File: config.mk
export PLATFORM = sky130hd
export DESIGN_NAME = spi_word_slave
export DESIGN_NICKNAME = d
export VERILOG_FILES = /design/src/rtl/spi_word_slave_pkg.sv /design/src/rtl/spi_pin_sync.sv /design/src/rtl/spi_shift_core.sv /design/src/rtl/spi_rx_status.sv /design/src/rtl/spi_word_slave.sv
export SDC_FILE = /design/constraint.sdc
export NUM_CORES = 1
export LEC_CHECK = 0
export BUFFER_PORTS_ARGS = -buffer_cell sky130_fd_sc_hd__buf_2
export CORE_ASPECT_RATIO = 1.25
export CORE_MARGIN = 2
export CORE_UTILIZATION = 50
export CTS_CLUSTER_DIAMETER = 40
export CTS_CLUSTER_SIZE = 25
export DETAILED_ROUTE_END_ITERATION = 8
export HOLD_SLACK_MARGIN = 0.12
export PLACE_DENSITY = 0.7
export SKIP_LAST_GASP = 1
export SYNTH_ARGS = -nofsm -noshare
export SYNTH_HDL_FRONTEND = slang
export SYNTH_HIERARCHICAL = 1
export SYNTH_SLANG_ARGS = --single-unit
export TNS_END_PERCENT = 100
File: constraint.sdc
create_clock -name clk -period 4.52 [get_ports clk]
set_clock_uncertainty 0.05 [all_clocks]
set_input_delay 0.678 -clock clk [delete_from_list [all_inputs] [get_ports clk]]
set_output_delay 0.678 -clock clk [all_outputs]
set_load 0.005 [all_outputs]
File: src/rtl/spi_word_slave_pkg.sv
package spi_word_slave_pkg;
  localparam int WMAX     = 16;
  localparam int WMIN     = 8;
  localparam int LENW     = $clog2(WMAX + 1);
  localparam int SELW     = 4;

  // bits per word from the select field, clamped to the maximum
  function automatic logic [LENW-1:0] word_len(input logic [SELW-1:0] sel);
    logic [LENW-1:0] r;
    if (int'(sel) > WMAX - WMIN) r = LENW'(WMAX);
    else                         r = LENW'(WMIN) + LENW'(sel);
    return r;
  endfunction

  // mask with the low n bits set
  function automatic logic [WMAX-1:0] len_mask(input logic [LENW-1:0] n);
    logic [WMAX:0] t;
    t = ((WMAX+1)'(1) << n) - (WMAX+1)'(1);
    return t[WMAX-1:0];
  endfunction
endpackage

File: src/rtl/spi_pin_sync.sv
module spi_pin_sync #(
  parameter int STAGES = 2
) (
  input  logic clk,
  input  logic rst_n,
  input  logic ss_n,
  input  logic sck,
  input  logic mosi,
  input  logic cpol,
  input  logic ncpha,
  output logic ss_act,
  output logic samp,
  output logic mosi_s
);
  // each stage holds {ss_n, sck, mosi}
  logic [STAGES-1:0][2:0] chain;
  logic sck_q;
  logic sck_s, rise, fall, lead, trail;

  always_ff @(posedge clk or negedge rst_n) begin
    if (!rst_n) begin
      for (int i = 0; i < STAGES; i++) chain[i] <= 3'b100;
      sck_q <= 1'b0;
    end else begin
      chain[0] <= {ss_n, sck, mosi};
      for (int i = 1; i < STAGES; i++) chain[i] <= chain[i-1];
      sck_q <= chain[STAGES-1][1];
    end
  end

  assign sck_s  = chain[STAGES-1][1];
  assign mosi_s = chain[STAGES-1][0];
  assign ss_act = ~chain[STAGES-1][2];
  assign rise   = sck_s & ~sck_q;
  assign fall   = ~sck_s & sck_q;
  assign lead   = cpol ? fall : rise;
  assign trail  = cpol ? rise : fall;
  assign samp   = ss_act & (ncpha ? lead : trail);
endmodule

File: src/rtl/spi_shift_core.sv
module spi_shift_core
  import spi_word_slave_pkg::*;
(
  input  logic            clk,
  input  logic            rst_n,
  input  logic            ss_act,
  input  logic            samp,
  input  logic            mosi_s,
  input  logic [LENW-1:0] len,
  input  logic [WMAX-1:0] tx_reg,
  output logic            word_done,
  output logic [WMAX-1:0] word,
  output logic            miso_bit
);
  logic [LENW-1:0] cnt;
  logic [WMAX-2:0] sh;
  logic [WMAX-1:0] tx_cur;
  logic            last_bit;
  logic [3:0]      out_idx, idle_idx;

  assign last_bit  = (cnt == len - LENW'(1));
  assign word_done = samp & last_bit;
  assign word      = {sh, mosi_s} & len_mask(len);
  assign out_idx   = 4'(len - LENW'(1) - cnt);
  assign idle_idx  = 4'(len - LENW'(1));
  assign miso_bit  = ss_act ? tx_cur[out_idx] : tx_reg[idle_idx];

  always_ff @(posedge clk or negedge rst_n) begin
    if (!rst_n) begin
      cnt    <= '0;
      sh     <= '0;
      tx_cur <= '0;
    end else if (!ss_act) begin
      cnt    <= '0;
      sh     <= '0;
      tx_cur <= tx_reg;
    end else if (samp) begin
      if (last_bit) begin
        cnt    <= '0;
        sh     <= '0;
        tx_cur <= tx_reg;
      end else begin
        cnt <= cnt + LENW'(1);
        sh  <= {sh[WMAX-3:0], mosi_s};
      end
    end
  end


  cnt_range_chk: assert property (@(posedge clk) disable iff (!rst_n)
    cnt < len);

  idle_clear_chk: assert property (@(posedge clk) disable iff (!rst_n)
    !ss_act |=> cnt == '0);
endmodule

File: src/rtl/spi_rx_status.sv
module spi_rx_status
  import spi_word_slave_pkg::*;
(
  input  logic            clk,
  input  logic            rst_n,
  input  logic            word_done,
  input  logic [WMAX-1:0] word,
  input  logic [LENW-1:0] len,
  input  logic            rd_data_en,
  input  logic            rd_stat_en,
  output logic [WMAX-1:0] rx_data,
  output logic            ready,
  output logic            overrun
);
  logic ovr_event;
  assign ovr_event = word_done & ready & ~rd_data_en;

  always_ff @(posedge clk or negedge rst_n) begin
    if (!rst_n) begin
      rx_data <= '0;
      ready   <= 1'b0;
      overrun <= 1'b0;
    end else begin
      if (word_done) rx_data <= word;
      if (word_done)       ready <= 1'b1;
      else if (rd_data_en) ready <= 1'b0;
      if (ovr_event)       overrun <= 1'b1;
      else if (rd_stat_en) overrun <= 1'b0;
    end
  end


  done_ready_chk: assert property (@(posedge clk) disable iff (!rst_n)
    word_done |=> ready);

  upper_zero_chk: assert property (@(posedge clk) disable iff (!rst_n)
    word_done |=> (rx_data & ~len_mask($past(len))) == '0);

  overrun_set_chk: assert property (@(posedge clk) disable iff (!rst_n)
    (word_done && ready && !rd_data_en) |=> overrun);

  stat_clear_chk: assert property (@(posedge clk) disable iff (!rst_n)
    (rd_stat_en && !(word_done && ready && !rd_data_en)) |=> !overrun);

  data_clear_chk: assert property (@(posedge clk) disable iff (!rst_n)
    (rd_data_en && !word_done) |=> !ready);

  hold_rx_chk: assert property (@(posedge clk) disable iff (!rst_n)
    !word_done |=> $stable(rx_data));
endmodule

File: src/rtl/spi_word_slave.sv
module spi_word_slave
  import spi_word_slave_pkg::*;
#(
  parameter int SYNC_STAGES = 2
) (
  input  logic            clk,
  input  logic            rst_n,
  input  logic [SELW-1:0] cfg_len_sel,
  input  logic            cfg_cpol,
  input  logic            cfg_ncpha,
  input  logic            ss_n,
  input  logic            sck,
  input  logic            mosi,
  output logic            miso,
  input  logic            tx_wr_en,
  input  logic [WMAX-1:0] tx_wdata,
  input  logic            rd_data_en,
  input  logic            rd_stat_en,
  output logic [WMAX-1:0] rx_data,
  output logic            rx_ready,
  output logic            rx_overrun
);
  logic [LENW-1:0] len;
  logic [WMAX-1:0] tx_reg, word;
  logic            ss_act, samp, mosi_s, word_done;

  assign len = word_len(cfg_len_sel);

  always_ff @(posedge clk or negedge rst_n) begin
    if (!rst_n)        tx_reg <= '0;
    else if (tx_wr_en) tx_reg <= tx_wdata;
  end

  spi_pin_sync #(.STAGES(SYNC_STAGES)) sync_i (
    .clk(clk), .rst_n(rst_n), .ss_n(ss_n), .sck(sck), .mosi(mosi),
    .cpol(cfg_cpol), .ncpha(cfg_ncpha),
    .ss_act(ss_act), .samp(samp), .mosi_s(mosi_s));

  spi_shift_core core_i (
    .clk(clk), .rst_n(rst_n), .ss_act(ss_act), .samp(samp), .mosi_s(mosi_s),
    .len(len), .tx_reg(tx_reg),
    .word_done(word_done), .word(word), .miso_bit(miso));

  spi_rx_status stat_i (
    .clk(clk), .rst_n(rst_n), .word_done(word_done), .word(word), .len(len),
    .rd_data_en(rd_data_en), .rd_stat_en(rd_stat_en),
    .rx_data(rx_data), .ready(rx_ready), .overrun(rx_overrun));
endmodule

==> metrics.txt <==
Max VDD drop 0.240 mV; global-route wire length before repair 12,200 um; fin nets 397; Antenna Nets Post-Route 0; Crit path buffers/inverters 4; 1st-pass router iterations 4; mux contribution to synthesized area 0.215; CTS Hold Bufs 0; post-synthesis sequential area ratio 0.488; Tot Pwr 1.46 mW; slowest cell on the critical path fa_1; worst path arrival time 3.59 ns; worst min-delay path startpoint sync_i/chain[1]; endpoints failing setup 0; FILL cells 686; largest net degree at the start of global routing 78; clk sinks 77; synthesized netlist cell count 306; Worst EP required 3.79 ns; R2R setup slack 2.01 ns; Least-Margin Pin Slew 0.953 ns; Synth Area per Inst 12.9 um^2; setup TNS 0 ns; delay-heaviest family, CP adder cells; DIE HEIGHT 103 um; die area 8640 um^2; Max-Cap Viols 0; PD cells 329 nW/um^2; DR WL/cell 15.7 um; drt drc 0; Final Cycle Share 0.956; drt total wl 7140 um; worst reg2reg startpoint core_i/cnt[0]; Slew Viols, Final 0; Ys Warns 6; Synth cell types 54; Placer Congestion 0.878; static leakage 2.13 nW; fmax 0.232 GHz; post-synthesis compound-gate area fraction 0.102; simple-gate share of the synthesized area 0.0800; Post-Syn Nets 348; GRT Residual Overflow 0; GRT Total Usage 0.179; Crit. End Element primary output; unrepaired setup endpoints after global routing false; Fin Hold WS 0.299 ns; H-tree Lvls 3; Worst path max stage delay 0.67 ns; asr flop ratio synth 1.00; Final HPWL DP 5070 um; Rows 36; clk_lat worst skew 0.34 ns; placed cell areas 4240 um^2; clock buffer depth 2; Num CTS Buffers 9; outcome complete, no violations; fin crit period 4.32 ns; Hold Path End sync_i/chain[4]; io pins 49; top post-synthesis cells by area dfrtp_1, mux2_4, mux2_1, mux2_2, mux4_2; Main synth FF type dfrtp_1; clock-pin slew on the worst setup and hold paths 0.07 ns; CTS tree yes; crit-path cells buf_2 > nor2b_2 > inv_1 > ha_1 > inv_1 > fa_1 > mux4_2 > and2_1 > o221ai_1 > or3b_1 > buf_2; vias in the first global route 2,538; Via Count 2,502; CP startpoint kind primary input; Synth-to-Final Area Change 11.9%; core area 7750 um^2; initial antenna violation count 0; antenna cell count 0; Hold Path Depth 0; Via-to-Cell Ratio 5.50; Hold Crit Class reg -> reg; largest area contributor in the netlist dfrtp_1; I/O Buffers 48; XOR/XNOR Fraction of Synth Area 0.0278; Starting Density 0.510; largest family of logic cells by synthesized area multiplexers; critical path class in -> out; initial DRC count 89; R2R depth 5; cell count along the critical path 11; Die Width 83.6 um; cell area after synthesis 3960 um^2; Place WS 0.103 ns; relative slew slack 0.365; R2R Path End core_i/tx_cur[7]; fin area 4420 um^2; number of register bits inferred by synthesis 77; Setup WS post-layout 0.200 ns; Post-synth EDFFs 0; Final Hold Viols 0; Post-Synth Adder-Cell Area 0.0399; top-area cell type share of the netlist area 0.475; share of layout cells above drive strength 1 0.314; critical path peak fanout 4; Root Driver clkbuf_8
cells by family after synthesis:
kind of cell    count (synthesis)
flops                          77
mux                            60
simple gates                   59
compound gates                 54
buf+inv                        33
fa+ha+maj                      12
xor+xnor                       11
cell usage after synthesis, types with 3 or more instances:
library cell	count
mux2_4	18
nor3_1	3
o21a_1	3
nor2b_1	8
nand2_1	13
inv_1	15
ha_1	11
xnor2_1	5
nor3b_1	4
nand3_1	4
and2_1	6
a21oi_1	7
dfrtp_1	75
nor2_1	10
mux4_2	7
a22o_1	17
mux2_2	15
a21boi_0	6
xor2_1	5
mux2_1	17
buf_6	4
o21ai_0	4
clkbuf_1	10
stage by stage:
stage | util | std cells
after detailed placement | 0.548 | 439
after global routing | 0.571 | 455
final | 0.571 | 455
after global placement | 0.548 | 439
after CTS | 0.571 | 455
after floorplan | - | 306
layer usage:
metal,share of wire,GRT usage,routed length [um],vias to the layer above
met5,0,0,0,-
met4,0.011,0.0633,80,0
met3,0.037,0.0381,263,7
met2,0.53,0.319,3760,53
met1,0.43,0.220,3040,1249
li1,-,-,-,1193
layout make-up:
cell class	count	area (um^2)	area share
multi-input cells	196	1840	0.416
repair buffers	56	303	0.0684
clock inverters	2	35.0	0.00792
clock buffers	14	143	0.0322
flip-flops and latches	77	1930	0.436
inverters	15	56.3	0.0127
well taps	95	119	0.0269
how the worst max path moves through the flow:
stage	startpoint	end
finish	cfg_len_sel[3]	miso
global route	cfg_len_sel[3]	miso
CTS	cfg_len_sel[3]	miso
detailed placement	cfg_len_sel[3]	miso
global placement	cfg_len_sel[3]	miso
floorplan	cfg_len_sel[0]	miso
report_power, final:
group | switching, mW | leakage [nW] | internal [mW] | total, mW
Combinational | 0.103 | 1.05 | 0.113 | 0.216
Sequential | 0.0275 | 0.984 | 0.731 | 0.758
Clock | 0.225 | 0.0887 | 0.256 | 0.481
cell usage in the layout (no fill, tap or decap), types with 2 or more instances in the layout:
cell type	Yosys	routed
a21boi_0	6	6
a31oi_1	2	2
o21ai_0	4	4
nor3b_1	4	4
a21oi_1	7	7
clkbuf_1	10	5
mux2_4	18	18
nor2b_1	8	7
nor3_1	3	3
nor2_1	10	10
mux4_1	2	2
nand2_1	13	13
o21ai_1	2	2
nand3_1	4	4
and3_1	2	2
inv_1	15	15
and2_1	6	6
o31ai_1	2	2
dfstp_2	2	2
clkbuf_8	0	9
ha_1	11	11
a22o_1	17	17
xnor2_1	5	5
dfrtp_1	75	75
buf_4	0	9
mux2_2	15	15
xor2_1	5	5
buf_2	2	47
o21a_1	3	3
mux4_2	7	7
mux2_1	17	17
repair_timing:
| item | CTS | global route |
|---|---|---|
| setup endpoints to repair | 0 | 1 |
| setup buffers | 0 | 0 |
| resized for setup | 0 | 1 |
No activity file was read; power rests on OpenSTA's default activity.
